==> src/rtl/spi_flag_pkg.sv <==
package spi_flag_pkg;
  typedef enum logic [0:0] {
    MODE_SINGLE = 1'b0,
    MODE_FIFO   = 1'b1
  } buf_mode_e;

  typedef struct packed {
    logic tx_space;
    logic tx_idle;
    logic rx_ready;
  } lvl_flags_t;

  localparam lvl_flags_t FLAGS_RST = '{tx_space: 1'b1, tx_idle: 1'b1, rx_ready: 1'b0};
endpackage

==> src/rtl/tx_flag_gen.sv <==
module tx_flag_gen
  import spi_flag_pkg::*;
#(
  parameter int LVL_W    = 4,
  parameter bit FLAG_REG = 1'b1
) (
  input  logic             clk_i,
  input  logic             rst_ni,
  input  buf_mode_e        mode_i,
  input  logic [LVL_W-1:0] level_i,
  input  logic [LVL_W-1:0] wmark_i,
  input  logic             busy_i,
  output logic             space_o,
  output logic             idle_o
);
  logic space_d, idle_d;
  logic lvl_zero;

  assign lvl_zero = (level_i == '0);

  always_comb begin
    unique case (mode_i)
      MODE_FIFO:   space_d = (level_i <= wmark_i);
      default:     space_d = lvl_zero;
    endcase
    idle_d = lvl_zero & ~busy_i;
  end

  if (FLAG_REG) begin : g_reg
    logic space_q, idle_q;
    always_ff @(posedge clk_i or negedge rst_ni) begin
      if (!rst_ni) begin
        space_q <= FLAGS_RST.tx_space;
        idle_q  <= FLAGS_RST.tx_idle;
      end else begin
        space_q <= space_d;
        idle_q  <= idle_d;
      end
    end
    assign space_o = space_q;
    assign idle_o  = idle_q;

    AST_TX_ABOVE_WMARK: assert property (@(posedge clk_i) disable iff (!rst_ni)
      (mode_i == MODE_FIFO && level_i > wmark_i) |=> !space_o);
    AST_TX_SINGLE_EMPTY: assert property (@(posedge clk_i) disable iff (!rst_ni)
      (mode_i == MODE_SINGLE && level_i == '0) |=> space_o);
    AST_TX_NOT_IDLE: assert property (@(posedge clk_i) disable iff (!rst_ni)
      (level_i != '0 || busy_i) |=> !idle_o);
  end else begin : g_comb
    assign space_o = space_d;
    assign idle_o  = idle_d;
  end
endmodule

==> src/rtl/rx_flag_gen.sv <==
module rx_flag_gen
  import spi_flag_pkg::*;
#(
  parameter int LVL_W    = 4,
  parameter bit FLAG_REG = 1'b1
) (
  input  logic             clk_i,
  input  logic             rst_ni,
  input  buf_mode_e        mode_i,
  input  logic [LVL_W-1:0] level_i,
  input  logic [LVL_W-1:0] wmark_i,
  output logic             ready_o
);
  logic [LVL_W-1:0] eff_wmark;
  logic             ready_d;

  // zero watermark would flag an empty FIFO; floor it at one
  assign eff_wmark = (wmark_i == '0) ? LVL_W'(1) : wmark_i;

  always_comb begin
    unique case (mode_i)
      MODE_FIFO: ready_d = (level_i >= eff_wmark);
      default:   ready_d = (level_i != '0);
    endcase
  end

  if (FLAG_REG) begin : g_reg
    logic ready_q;
    always_ff @(posedge clk_i or negedge rst_ni) begin
      if (!rst_ni) ready_q <= FLAGS_RST.rx_ready;
      else         ready_q <= ready_d;
    end
    assign ready_o = ready_q;

    AST_RX_EMPTY_NOT_READY: assert property (@(posedge clk_i) disable iff (!rst_ni)
      (level_i == '0) |=> !ready_o);
    AST_RX_SINGLE_HAS_DATA: assert property (@(posedge clk_i) disable iff (!rst_ni)
      (mode_i == MODE_SINGLE && level_i != '0) |=> ready_o);
  end else begin : g_comb
    assign ready_o = ready_d;
  end
endmodule

==> src/rtl/rx_timeout_ctr.sv <==
module rx_timeout_ctr
  import spi_flag_pkg::*;
#(
  parameter int LVL_W = 4,
  parameter int TOC_W = 16
) (
  input  logic             clk_i,
  input  logic             rst_ni,
  input  buf_mode_e        mode_i,
  input  logic [LVL_W-1:0] rx_level_i,
  input  logic [TOC_W-1:0] limit_i,
  input  logic             rx_read_i,
  input  logic             rx_recv_i,
  input  logic             clear_i,
  output logic             flag_o
);
  logic [TOC_W-1:0] cnt_q;
  logic             flag_q;
  logic             run_en, restart, set_cond;

  assign run_en   = (mode_i == MODE_FIFO) && (limit_i != '0) && (rx_level_i != '0);
  assign restart  = rx_read_i | rx_recv_i;
  assign set_cond = run_en && (cnt_q == limit_i);

  always_ff @(posedge clk_i or negedge rst_ni) begin
    if (!rst_ni) begin
      cnt_q <= '0;
    end else if (!run_en || restart) begin
      cnt_q <= '0;
    end else if (cnt_q < limit_i) begin
      cnt_q <= cnt_q + TOC_W'(1);
    end
  end

  // set wins over a coincident clear
  always_ff @(posedge clk_i or negedge rst_ni) begin
    if (!rst_ni)       flag_q <= 1'b0;
    else if (set_cond) flag_q <= 1'b1;
    else if (clear_i)  flag_q <= 1'b0;
  end

  assign flag_o = flag_q;

  AST_CNT_HELD_IDLE: assert property (@(posedge clk_i) disable iff (!rst_ni)
    !run_en |=> (cnt_q == '0));
  AST_CNT_RESTART: assert property (@(posedge clk_i) disable iff (!rst_ni)
    (run_en && restart) |=> (cnt_q == '0));
  AST_FLAG_STICKY: assert property (@(posedge clk_i) disable iff (!rst_ni)
    (flag_o && !clear_i) |=> flag_o);
  AST_CNT_NO_WRAP: assert property (@(posedge clk_i) disable iff (!rst_ni)
    (run_en && !restart && $stable(limit_i) && cnt_q == limit_i) |=> (cnt_q == limit_i));
  AST_SET_BEATS_CLEAR: assert property (@(posedge clk_i) disable iff (!rst_ni)
    (set_cond && clear_i) |=> flag_o);
endmodule

==> src/rtl/spi_fifo_flags.sv <==
module spi_fifo_flags
  import spi_flag_pkg::*;
#(
  parameter int FIFO_DEPTH = 8,
  parameter int TOC_W      = 16,
  parameter bit FLAG_REG   = 1'b1,
  localparam int LVL_W     = $clog2(FIFO_DEPTH + 1)
) (
  input  logic             clk_i,
  input  logic             rst_ni,
  input  logic             fifo_mode_i,
  input  logic [LVL_W-1:0] tx_level_i,
  input  logic [LVL_W-1:0] rx_level_i,
  input  logic             shift_busy_i,
  input  logic [LVL_W-1:0] tx_wmark_i,
  input  logic [LVL_W-1:0] rx_wmark_i,
  input  logic [TOC_W-1:0] toc_limit_i,
  input  logic             rx_read_i,
  input  logic             rx_recv_i,
  input  logic             to_clear_i,
  output logic             tx_space_o,
  output logic             tx_idle_o,
  output logic             rx_ready_o,
  output logic             rx_timeout_o
);
  buf_mode_e mode;
  assign mode = fifo_mode_i ? MODE_FIFO : MODE_SINGLE;

  tx_flag_gen #(.LVL_W(LVL_W), .FLAG_REG(FLAG_REG)) u_tx (
    .clk_i   (clk_i),
    .rst_ni  (rst_ni),
    .mode_i  (mode),
    .level_i (tx_level_i),
    .wmark_i (tx_wmark_i),
    .busy_i  (shift_busy_i),
    .space_o (tx_space_o),
    .idle_o  (tx_idle_o)
  );

  rx_flag_gen #(.LVL_W(LVL_W), .FLAG_REG(FLAG_REG)) u_rx (
    .clk_i   (clk_i),
    .rst_ni  (rst_ni),
    .mode_i  (mode),
    .level_i (rx_level_i),
    .wmark_i (rx_wmark_i),
    .ready_o (rx_ready_o)
  );

  rx_timeout_ctr #(.LVL_W(LVL_W), .TOC_W(TOC_W)) u_to (
    .clk_i      (clk_i),
    .rst_ni     (rst_ni),
    .mode_i     (mode),
    .rx_level_i (rx_level_i),
    .limit_i    (toc_limit_i),
    .rx_read_i  (rx_read_i),
    .rx_recv_i  (rx_recv_i),
    .clear_i    (to_clear_i),
    .flag_o     (rx_timeout_o)
  );

  AST_RESET_VALUES: assert property (@(posedge clk_i)
    !rst_ni |=> (!rst_ni || (!rx_timeout_o && !rx_ready_o) || $past(rst_ni) == 1'b1));
endmodule

==> config.mk <==
export PLATFORM = sky130hd
export DESIGN_NAME = spi_fifo_flags
export DESIGN_NICKNAME = d
export VERILOG_FILES = /design/src/rtl/spi_flag_pkg.sv /design/src/rtl/tx_flag_gen.sv /design/src/rtl/rx_flag_gen.sv /design/src/rtl/rx_timeout_ctr.sv /design/src/rtl/spi_fifo_flags.sv
export SDC_FILE = /design/constraint.sdc
export NUM_CORES = 1
export LEC_CHECK = 0
export ABC_AREA = 1
export ABC_CLOCK_PERIOD_IN_PS = 1950
export BUFFER_PORTS_ARGS = -buffer_cell sky130_fd_sc_hd__buf_2
export CAP_MARGIN = 15
export CORE_MARGIN = 2
export CORE_UTILIZATION = 50
export CTS_CLUSTER_SIZE = 8
export DETAILED_ROUTE_END_ITERATION = 8
export GPL_TIMING_DRIVEN = 0
export PLACE_DENSITY = 0.71
export REMOVE_ABC_BUFFERS = 1
export SETUP_SLACK_MARGIN = 0.02
export SLEW_MARGIN = 15
export SYNTH_ARGS = -nofsm -noshare
export SYNTH_HDL_FRONTEND = slang
export SYNTH_SLANG_ARGS = --single-unit
==> constraint.sdc <==
create_clock -name clk_i -period 1.95 [get_ports clk_i]
set_input_delay 0.0975 -clock clk_i [delete_from_list [all_inputs] [get_ports clk_i]]
set_output_delay 0.0975 -clock clk_i [all_outputs]
set_load 0.01 [all_outputs]
==> results_dict.tcl, run 1 <==
set metrics [dict create \
    status "complete, no violations" \
    grt_max_degree 33 \
    drive_above_1_share_pct 26.8 \
    finalHoldViolCount 0 \
    r2r_start "u_to.cnt_q[11]$_DFFE_PN0P_" \
    tightest_slew_ps 813 \
    dr.pass1.iters 4 \
    grt_use_total_pct 20.6 \
    setup_ws_ps 148 \
    synth_edf_count 0 \
    numCtsBuffers 3 \
    nNetsFinal 404 \
    ys.warnings.count 0 \
    hp-class "input port to flip-flop" \
    io_buffers 42 \
    worst_path_max_delay_cell "dfrtp_1" \
    grt_overflow 0 \
    top_layer "met4" \
    setup_viol 0 \
    drv_cap 0 \
    die_h_um 68.3 \
    diodes 0 \
    seq_area_frac_synth_pct 24.3 \
    yosysTopAreaCell "dfrtp_1" \
    max_freq_ghz 0.555 \
    rrSetupSlack_ps 150 \
    cts-root-buf "clkbuf_8" \
    period_share_pct 92.4 \
    syn_area_um2 2070 \
    ys.flop_type "dfrtp_1" \
    htree_levels 1 \
    synth_area_leaders "dfrtp_1 (22%), ha_1 (15%), nand2_1 (12%)" \
    r2r_cells 8 \
    yosys.area.top_type_share_pct 21.8 \
    grt_pass1_wl_mm 7.44 \
    path_cells "ha_1 > a21oi_1 > nand2_1 > a21oi_4 > buf_12 > nand2_8 > nand3_1 > nand2_1" \
    whs_endpoint "u_to.flag_o$_DFFE_PN0P_" \
    cts_buffer_depth 2 \
    antenna_found_initial 0 \
    wirelength_mm 4.42 \
    clkTransAtPathRegs_ps 80 \
    wl_met2_mm 2.18 \
    crit_arrival_ps 1950 \
    cts.sinks 20 \
    die_w_um 68.3 \
    dpl_worst_slack_ps -145 \
    place_congestion 0.840 \
    reg2reg_to "u_to.cnt_q[3]$_DFFE_PN0P_" \
    area_growth_pct 19.3 \
    crit_fanout 16 \
    yosysMostFrequentCell "nand2_1" \
    hold_depth 2 \
    detail_route.wl_per_cell_um 11.4 \
    synthCells 290 \
    via_count 1994 \
    crit_required_ps 2100 \
    synth_cell_type_count 35 \
    p_per_area_nw_per_um2 405 \
    fp.coreArea_um2 4000 \
    worst_skew_pair.late_latency_ps 260 \
    dp_cells 375 \
    wl_met1_mm 2.07 \
    async_flop_share_pct 100 \
    synth_commonest_cells "nand2_1 (67), inv_1 (45), nor2_1 (28), ha_1 (25), nand4_1 (23)" \
    rsz0062_at_grt "false" \
    cts_tree "done" \
    final.fill_count 371 \
    p_leak_nw 1.37 \
    synth_seq_cells 20 \
    ios 43 \
    ir_drop_v 0.000345 \
    start_kind "flip-flop" \
    hold_path.startpoint "to_clear_i" \
    hpwl_mm 3.31 \
    row_count 23 \
    met3_length_um 146 \
    synth_area_per_cell_um2 7.12 \
    via_per_inst 5.13 \
    critPathMostFrequentCell "nand2_1" \
    fin_skew_ps 8.98 \
    ant_nets 0 \
    fp.dieArea_um2 4660 \
    first_global_vias 1790 \
    drcViolationCount 0 \
    total_power_mw 0.997 \
    initial_core_util_pct 51.6 \
    critical_path_class "flip-flop to flip-flop" \
    drt-initial-drc-count 98 \
    fin_cells 389 \
    max_stage_delay_ps 480 \
    final_max_slew_viol_count 0 \
    end_kind "flip-flop" \
    slew_headroom_pct 45.7 \
    layout_min_cycle_time_ps 1800 \
]
final cells by class:
type	count	area [um^2]	share of cell area, %
clock buffer	3	41.3	1.68
clock inverter	1	30.0	1.22
inverter	52	195	7.92
multi-input combinational	211	1330	53.9
sequential	20	504	20.5
tap	50	62.6	2.54
timing repair buffer	52	303	12.3
worst max path at each step:
| stage | startpoint | to | cells after the start | slack [ps] |
|---|---|---|---|---|
| 3_5_place_dp | u_to.cnt_q[11]$_DFFE_PN0P_ | u_to.cnt_q[3]$_DFFE_PN0P_ | 7 | -150 |
| 5_1_grt | u_to.cnt_q[11]$_DFFE_PN0P_ | u_to.cnt_q[3]$_DFFE_PN0P_ | 8 | 30 |
| 3_3_place_gp | u_to.cnt_q[11]$_DFFE_PN0P_ | u_to.cnt_q[15]$_DFFE_PN0P_ | 7 | -120 |
| 2_1_floorplan | u_to.cnt_q[13]$_DFFE_PN0P_ | u_to.cnt_q[15]$_DFFE_PN0P_ | 9 | 210 |
| 6_report | u_to.cnt_q[11]$_DFFE_PN0P_ | u_to.cnt_q[3]$_DFFE_PN0P_ | 8 | 150 |
| 4_1_cts | u_to.cnt_q[5]$_DFFE_PN0P_ | u_to.cnt_q[3]$_DFFE_PN0P_ | 9 | 30 |
flip-flops by register name, summed over array words and instances, names as in the netlist:
name,flops
u_rx.ready_o,1
u_tx.space_o,1
u_to.cnt_q,16
u_to.flag_o,1
u_tx.idle_o,1
layer usage:
metal	up-vias	global-route usage, %
li1	1035	-
met1	915	25.5
met2	42	38.7
met3	2	1.97
met4	0	3.75
met5	-	0
cells by family after synthesis:
group	share of synthesized area, %
AND/OR/NAND/NOR	38.6
buffers and inverters	12.2
adder cells (fa/ha/maj)	15.1
flip-flops	24.3
AO/OA/AOI/OAI	6.24
XOR/XNOR	3.39
power breakdown:
| group | internal [mW] | switching [mW] | total [mW] |
|---|---|---|---|
| logic | 0.0704 | 0.0864 | 0.157 |
| registers | 0.421 | 0.00245 | 0.424 |
| clock network | 0.274 | 0.143 | 0.416 |
| total | 0.766 | 0.231 | 0.997 |
through the flow:
| step | util [%] | hold slack [ps] | area (um^2) | TNS (ps) |
|---|---|---|---|---|
| floorplan | - | -198 | 2010 | 0 |
| global route | 61.6 | 28.1 | 2460 | 0 |
| detailed placement | 57.0 | 85.5 | 2280 | -1850 |
| CTS | 59.7 | 28.6 | 2390 | 0 |
| global placement | 57.0 | 86.9 | 2280 | -1730 |
| finish | 61.6 | 26.2 | 2460 | 0 |
what timing repair did:
action	CTS	global route
endpoints found under the hold margin	19	0
resized for setup	0	4
pin swaps	1	2
setup buffers	2	6
gates cloned	0	0
hold buffers	2	0
setup endpoints to repair	16	16
worst max-delay path: cells and delay by family, from the launching register on:
| family | cells | cell delay (ps) |
|---|---|---|
| adder cells (fa/ha/maj) | 1 | 340 |
| buffers and inverters | 1 | 140 |
| AND/OR/NAND/NOR | 4 | 380 |
| flip-flops | 1 | 480 |
| AO/OA/AOI/OAI | 2 | 350 |
placed cells by master, fill, tap and decap left out, types with 2 or more instances in the layout:
cell | Yosys | final
nand2_1 | 67 | 67
inv_1 | 45 | 45
buf_2 | 3 | 42
nor2_1 | 28 | 28
ha_1 | 25 | 25
nand4_1 | 23 | 23
dfrtp_1 | 18 | 17
nand3_1 | 13 | 13
nand3_2 | 10 | 10
a21oi_1 | 7 | 7
buf_4 | 3 | 7
xor2_1 | 6 | 6
nor2_2 | 6 | 6
inv_2 | 4 | 5
nand2_2 | 4 | 4
o21ai_0 | 3 | 3
clkbuf_8 | 0 | 3
nor2_4 | 2 | 2
nand2_8 | 0 | 2
xnor2_1 | 2 | 2
clkinv_1 | 3 | 2
dlygate4sd3_1 | 0 | 2
dfstp_2 | 2 | 2
Note: power is estimated with default switching activity, not from simulation.
==> run 2: changes to the inputs <==
CORE_UTILIZATION = 55   (was 50)
PLACE_DENSITY = 0.77   (was 0.71)
==> results_dict.tcl, run 2 (synthesis results as in run 1) <==
set metrics [dict create \
    detail_route.wl_per_cell_um 11.5 \
    crit_arrival_ps 1940 \
    setup_ws_ps 176 \
    max_freq_ghz 0.564 \
    final_max_slew_viol_count 0 \
    critical_path_class "flip-flop to flip-flop" \
    start_kind "flip-flop" \
    initial_core_util_pct 56.9 \
    p_sw_share_pct 24.0 \
    htree_levels 1 \
    rsz0062_at_grt "false" \
    grt_max_degree 33 \
    hpwl_mm 3.38 \
    clkTransAtPathRegs_ps 80 \
    comb_power_share_pct 15.7 \
    worst_skew_pair.late_latency_ps 270 \
    dr.pass1.iters 4 \
    crit_fanout 16 \
    finalHoldViolCount 0 \
    via_per_inst 5.10 \
    p_clk_share_pct 42.3 \
    grt_pass1_wl_mm 7.80 \
    critPathCapture "u_to.cnt_q[7]$_DFFE_PN0P_" \
    ir_drop_v 0.000207 \
    period_share_pct 91.0 \
    seq_power_share_pct 42.0 \
    r2r_cells 9 \
    startpoint "u_to.cnt_q[13]$_DFFE_PN0P_" \
    drt-initial-drc-count 111 \
    crit_required_ps 2110 \
    p_leak_nw 1.37 \
    die_w_um 65.3 \
    fp.dieArea_um2 4260 \
    ant_nets 0 \
    end_kind "flip-flop" \
    via_count 1967 \
    layout_common_cells "nand2_1 (67), inv_1 (45), buf_2 (42)" \
    antenna_found_initial 0 \
    cts-root-buf "clkbuf_8" \
    hp-class "input port to flip-flop" \
    fin_skew_ps 2.57 \
    reg2reg_to "u_to.cnt_q[7]$_DFFE_PN0P_" \
    post-route-util_pct 67.3 \
    setup_viol 0 \
    numCtsBuffers 3 \
    diodes 0 \
    drive_above_1_share_pct 26.3 \
    final.fill_count 353 \
    drv_cap 0 \
    tightest_slew_ps 804 \
    rrSetupSlack_ps 180 \
    place_congestion 0.796 \
    grt_overflow 0 \
    nNetsFinal 403 \
    cts_buffer_depth 2 \
    r2r_start "u_to.cnt_q[13]$_DFFE_PN0P_" \
    ios 43 \
    internal_power_mw 0.767 \
    whs_ps 16.2 \
    cts.sinks 20 \
    wirelength_mm 4.44 \
    p_sw_mw 0.242 \
    drcViolationCount 0 \
    slew_headroom_pct 46.3 \
    row_count 22 \
    largest_reg_flops 16 \
    p_per_area_nw_per_um2 413 \
    io_buffers 42 \
    status "complete, no violations" \
    design_area_um2 2440 \
    die_h_um 65.3 \
    cts_tree "done" \
    first_global_vias 1953 \
    area_growth_pct 18.4 \
    placed_area_um2 2280 \
    dpl_worst_slack_ps -114 \
    layout_commonest_cell "nand2_1" \
    grt_use_total_pct 23.1 \
    fp.coreArea_um2 3630 \
    total_power_mw 1.01 \
    layout_min_cycle_time_ps 1770 \
    regMostFlops "u_to.cnt_q" \
]
==> run 2: changes by cell type in the layout (fill, tap and decap cells not counted), sizes merged <==
cell	previous run	this run
buf	50	49
inv	50	49
clkinv	2	3
==> run 2: layer usage <==
metal,track usage (%),vias up,wire [um]
met2,43.0,35,2200
met5,0,-,0
li1,-,1033,-
met4,7.29,0,59
met1,27.4,894,2070
met3,2.74,5,103
==> run 2: area by class of cell <==
class	count	area (um^2)	share of cell area [%]
timing repair buffer	51	295	12.1
tap	48	60.1	2.46
inverter	52	195	7.98
multi-input combinational	211	1320	53.9
clock inverter	1	30.0	1.23
clock buffer	3	41.3	1.69
sequential	20	504	20.6
==> run 2: how the worst min path moves through the flow <==
stage | startpoint | endpoint | slack (ps) | cells after the start
after floorplan | rst_ni | u_rx.ready_o$_DFF_PN0_ | -200 | 0
after global placement | rst_ni | u_to.flag_o$_DFFE_PN0P_ | 80 | 1
after detailed placement | rst_ni | u_to.flag_o$_DFFE_PN0P_ | 80 | 1
after CTS | to_clear_i | u_to.flag_o$_DFFE_PN0P_ | 20 | 2
after global routing | fifo_mode_i | u_tx.space_o$_DFF_PN1_ | 40 | 2
final | to_clear_i | u_to.flag_o$_DFFE_PN0P_ | 20 | 2
==> run 2: power groups by stage <==
stage	combinational, mW	sequential (mW)	clock [mW]
2_1_floorplan	0.0795	0.434	0
3_3_place_gp	0.150	0.432	0
3_5_place_dp	0.156	0.432	0
4_1_cts	0.159	0.424	0.435
5_1_grt	0.185	0.424	0.449
6_report	0.158	0.424	0.427
==> run 2: metrics by stage <==
step	setup TNS (ps)	instances
global route	0	386
floorplan	0	283
finish	0	386
detailed placement	-1520	373
global placement	-1120	373
CTS	0	381
==> run 2: repair_timing <==
item / 4_1_cts / 5_1_grt
hold buffers: 2 / 0
resized for setup: 0 / 2
buffers inserted: 2 / 5
pin swaps: 0 / 2
endpoints found under the hold margin: 19 / 0
setup endpoints to repair: 16 / 16
==> run 2: critical path: stages, from the launching register on <==
cell	delay (ps)
dfrtp_1	460
ha_1	330
nand2_1	120
nor2_4	50
nand4_1	80
clkinv_1	160
nand2_4	180
nand2_8	140
nand3_1	100
nand2_1	60
==> run 3: changes to the inputs <==
BUFFER_PORTS_ARGS = -buffer_cell sky130_fd_sc_hd__buf_4   (was -buffer_cell sky130_fd_sc_hd__buf_2)
==> results_dict.tcl, run 3 (synthesis results as in run 1) <==
set metrics [dict create \
    drt-initial-drc-count 118 \
    use_met2_pct 42.5 \
    via_per_inst 5.19 \
    whs_ps 12.6 \
    total_power_mw 1.03 \
    nNetsFinal 401 \
    regMostFlops "u_to.cnt_q" \
    antenna_found_initial 0 \
    crit_required_ps 2100 \
    grt_pass1_wl_mm 7.75 \
    period_share_pct 91.9 \
    setup_viol 0 \
    p_per_area_nw_per_um2 404 \
    fp.dieArea_um2 4260 \
    layout_min_cycle_time_ps 1790 \
    cts-root-buf "clkbuf_8" \
    cts.sinks 20 \
    start_kind "flip-flop" \
    numCtsBuffers 3 \
    cts_buffer_depth 2 \
    place_congestion 0.790 \
    diodes 0 \
    die_h_um 65.3 \
    drv_cap 0 \
    fin_cells 384 \
    dp_cells 373 \
    largest_reg_flops 16 \
    via_count 1994 \
    max_stage_delay_ps 470 \
    worst_skew_pair.late_latency_ps 260 \
    max_freq_ghz 0.558 \
    hp-class "input port to flip-flop" \
    met1_usage_pct 27.4 \
    crit_arrival_ps 1940 \
    finalHoldViolCount 0 \
    wirelength_mm 4.51 \
    detail_route.wl_per_cell_um 11.7 \
    clkTransAtPathRegs_ps 80 \
    critical_path_class "flip-flop to flip-flop" \
    ios 43 \
    path_cells "ha_1 > nand2_1 > nor2_4 > nand4_1 > clkinv_1 > nand2_8 > nand2_8 > nand3_2 > nand2_1" \
    drcViolationCount 0 \
    htree_levels 1 \
    hpwl_mm 3.39 \
    fp.coreArea_um2 3630 \
    post-route-util_pct 70.1 \
    hold_depth 2 \
    io_buffers 42 \
    design_area_um2 2550 \
    crit_fanout 18 \
    layout_commonest_cell "nand2_1" \
    grt_use_total_pct 22.3 \
    status "complete, no violations" \
    tightest_slew_ps 821 \
    area_growth_pct 23.3 \
    final_max_slew_viol_count 0 \
    die_w_um 65.3 \
    dr.pass1.iters 4 \
    rsz0062_at_grt "false" \
    placed_area_um2 2380 \
    top_usage_layer "met2" \
    r2r_cells 9 \
    cts_tree "done" \
    ant_nets 0 \
    first_global_vias 1920 \
    slew_headroom_pct 45.2 \
    end_kind "flip-flop" \
    fin_skew_ps 2.79 \
    grt_max_degree 33 \
    drive_above_1_share_pct 26.8 \
    met3_usage_pct 2.74 \
    grt_overflow 0 \
    p_leak_nw 1.38 \
    initial_core_util_pct 56.9 \
    worst_path_max_delay_cell "dfrtp_1" \
    layout_common_cells "nand2_1 (67), buf_4 (46), inv_1 (45)" \
    ir_drop_v 0.000323 \
    row_count 22 \
]
## run 3: cell count changes in the layout (fill, tap and decap cells not counted), sizes merged
cell | previous run | this run
buf | 49 | 46
nand2 | 73 | 74
## run 3: layout make-up
cell class	instances	area, um^2
clock buffers	3	41.3
clock inverters	1	30.0
fillers	329	1090
inverters	52	195
multi-input cells	212	1350
flip-flops and latches	20	508
well taps	48	60.1
repair buffers	48	365
## run 3: where the power goes
group | internal, mW | leakage [nW] | total (mW) | switching [mW]
logic | 0.0936 | 1.08 | 0.181 | 0.0871
clock network | 0.274 | 0.0357 | 0.424 | 0.150
registers | 0.421 | 0.262 | 0.424 | 0.00289
total | 0.789 | 1.38 | 1.03 | 0.240
## run 3: layer usage
metal | up-vias | part of all wire, %
met4 | 0 | 0.33
met2 | 36 | 53
met3 | 2 | 3.2
li1 | 1032 | -
met1 | 924 | 44
met5 | - | 0
## run 3: path summary, 6_finish.rpt
check / endpoint / start / slack, ps
max in group asynchronous: u_tx.space_o$_DFF_PN1_ / rst_ni / 1420
setup reg to reg: u_to.cnt_q[8]$_DFFE_PN0P_ / u_to.cnt_q[12]$_DFFE_PN0P_ / 160
min in group asynchronous: u_to.flag_o$_DFFE_PN0P_ / rst_ni / 250
hold reg to reg: u_to.flag_o$_DFFE_PN0P_ / u_to.flag_o$_DFFE_PN0P_ / 550
setup / recovery: u_to.cnt_q[8]$_DFFE_PN0P_ / u_to.cnt_q[12]$_DFFE_PN0P_ / 160
hold / removal: u_tx.space_o$_DFF_PN1_ / fifo_mode_i / 10
## run 3: worst max-delay path: cells and delay by family, from the launching register on
kind,cells,cell delay [ps]
adder cells (fa/ha/maj),1,310
buffers and inverters,1,190
flip-flops,1,470
AND/OR/NAND/NOR,7,700
## run 3: timing repair
item	in CTS	in global routing
endpoints found under the setup margin	16	16
hold buffers	2	0
cloned	0	1
endpoints found under the hold margin	21	0
resized for setup	0	7
setup buffers	2	2
pin swaps	0	1
## run 3: stage by stage
stage          setup TNS, ps  setup WS [ps]
2_1_floorplan              0            214
3_3_place_gp           -1060          -88.2
3_5_place_dp           -1420           -108
4_1_cts                    0           49.2
5_1_grt                    0           7.59
6_report                   0            159
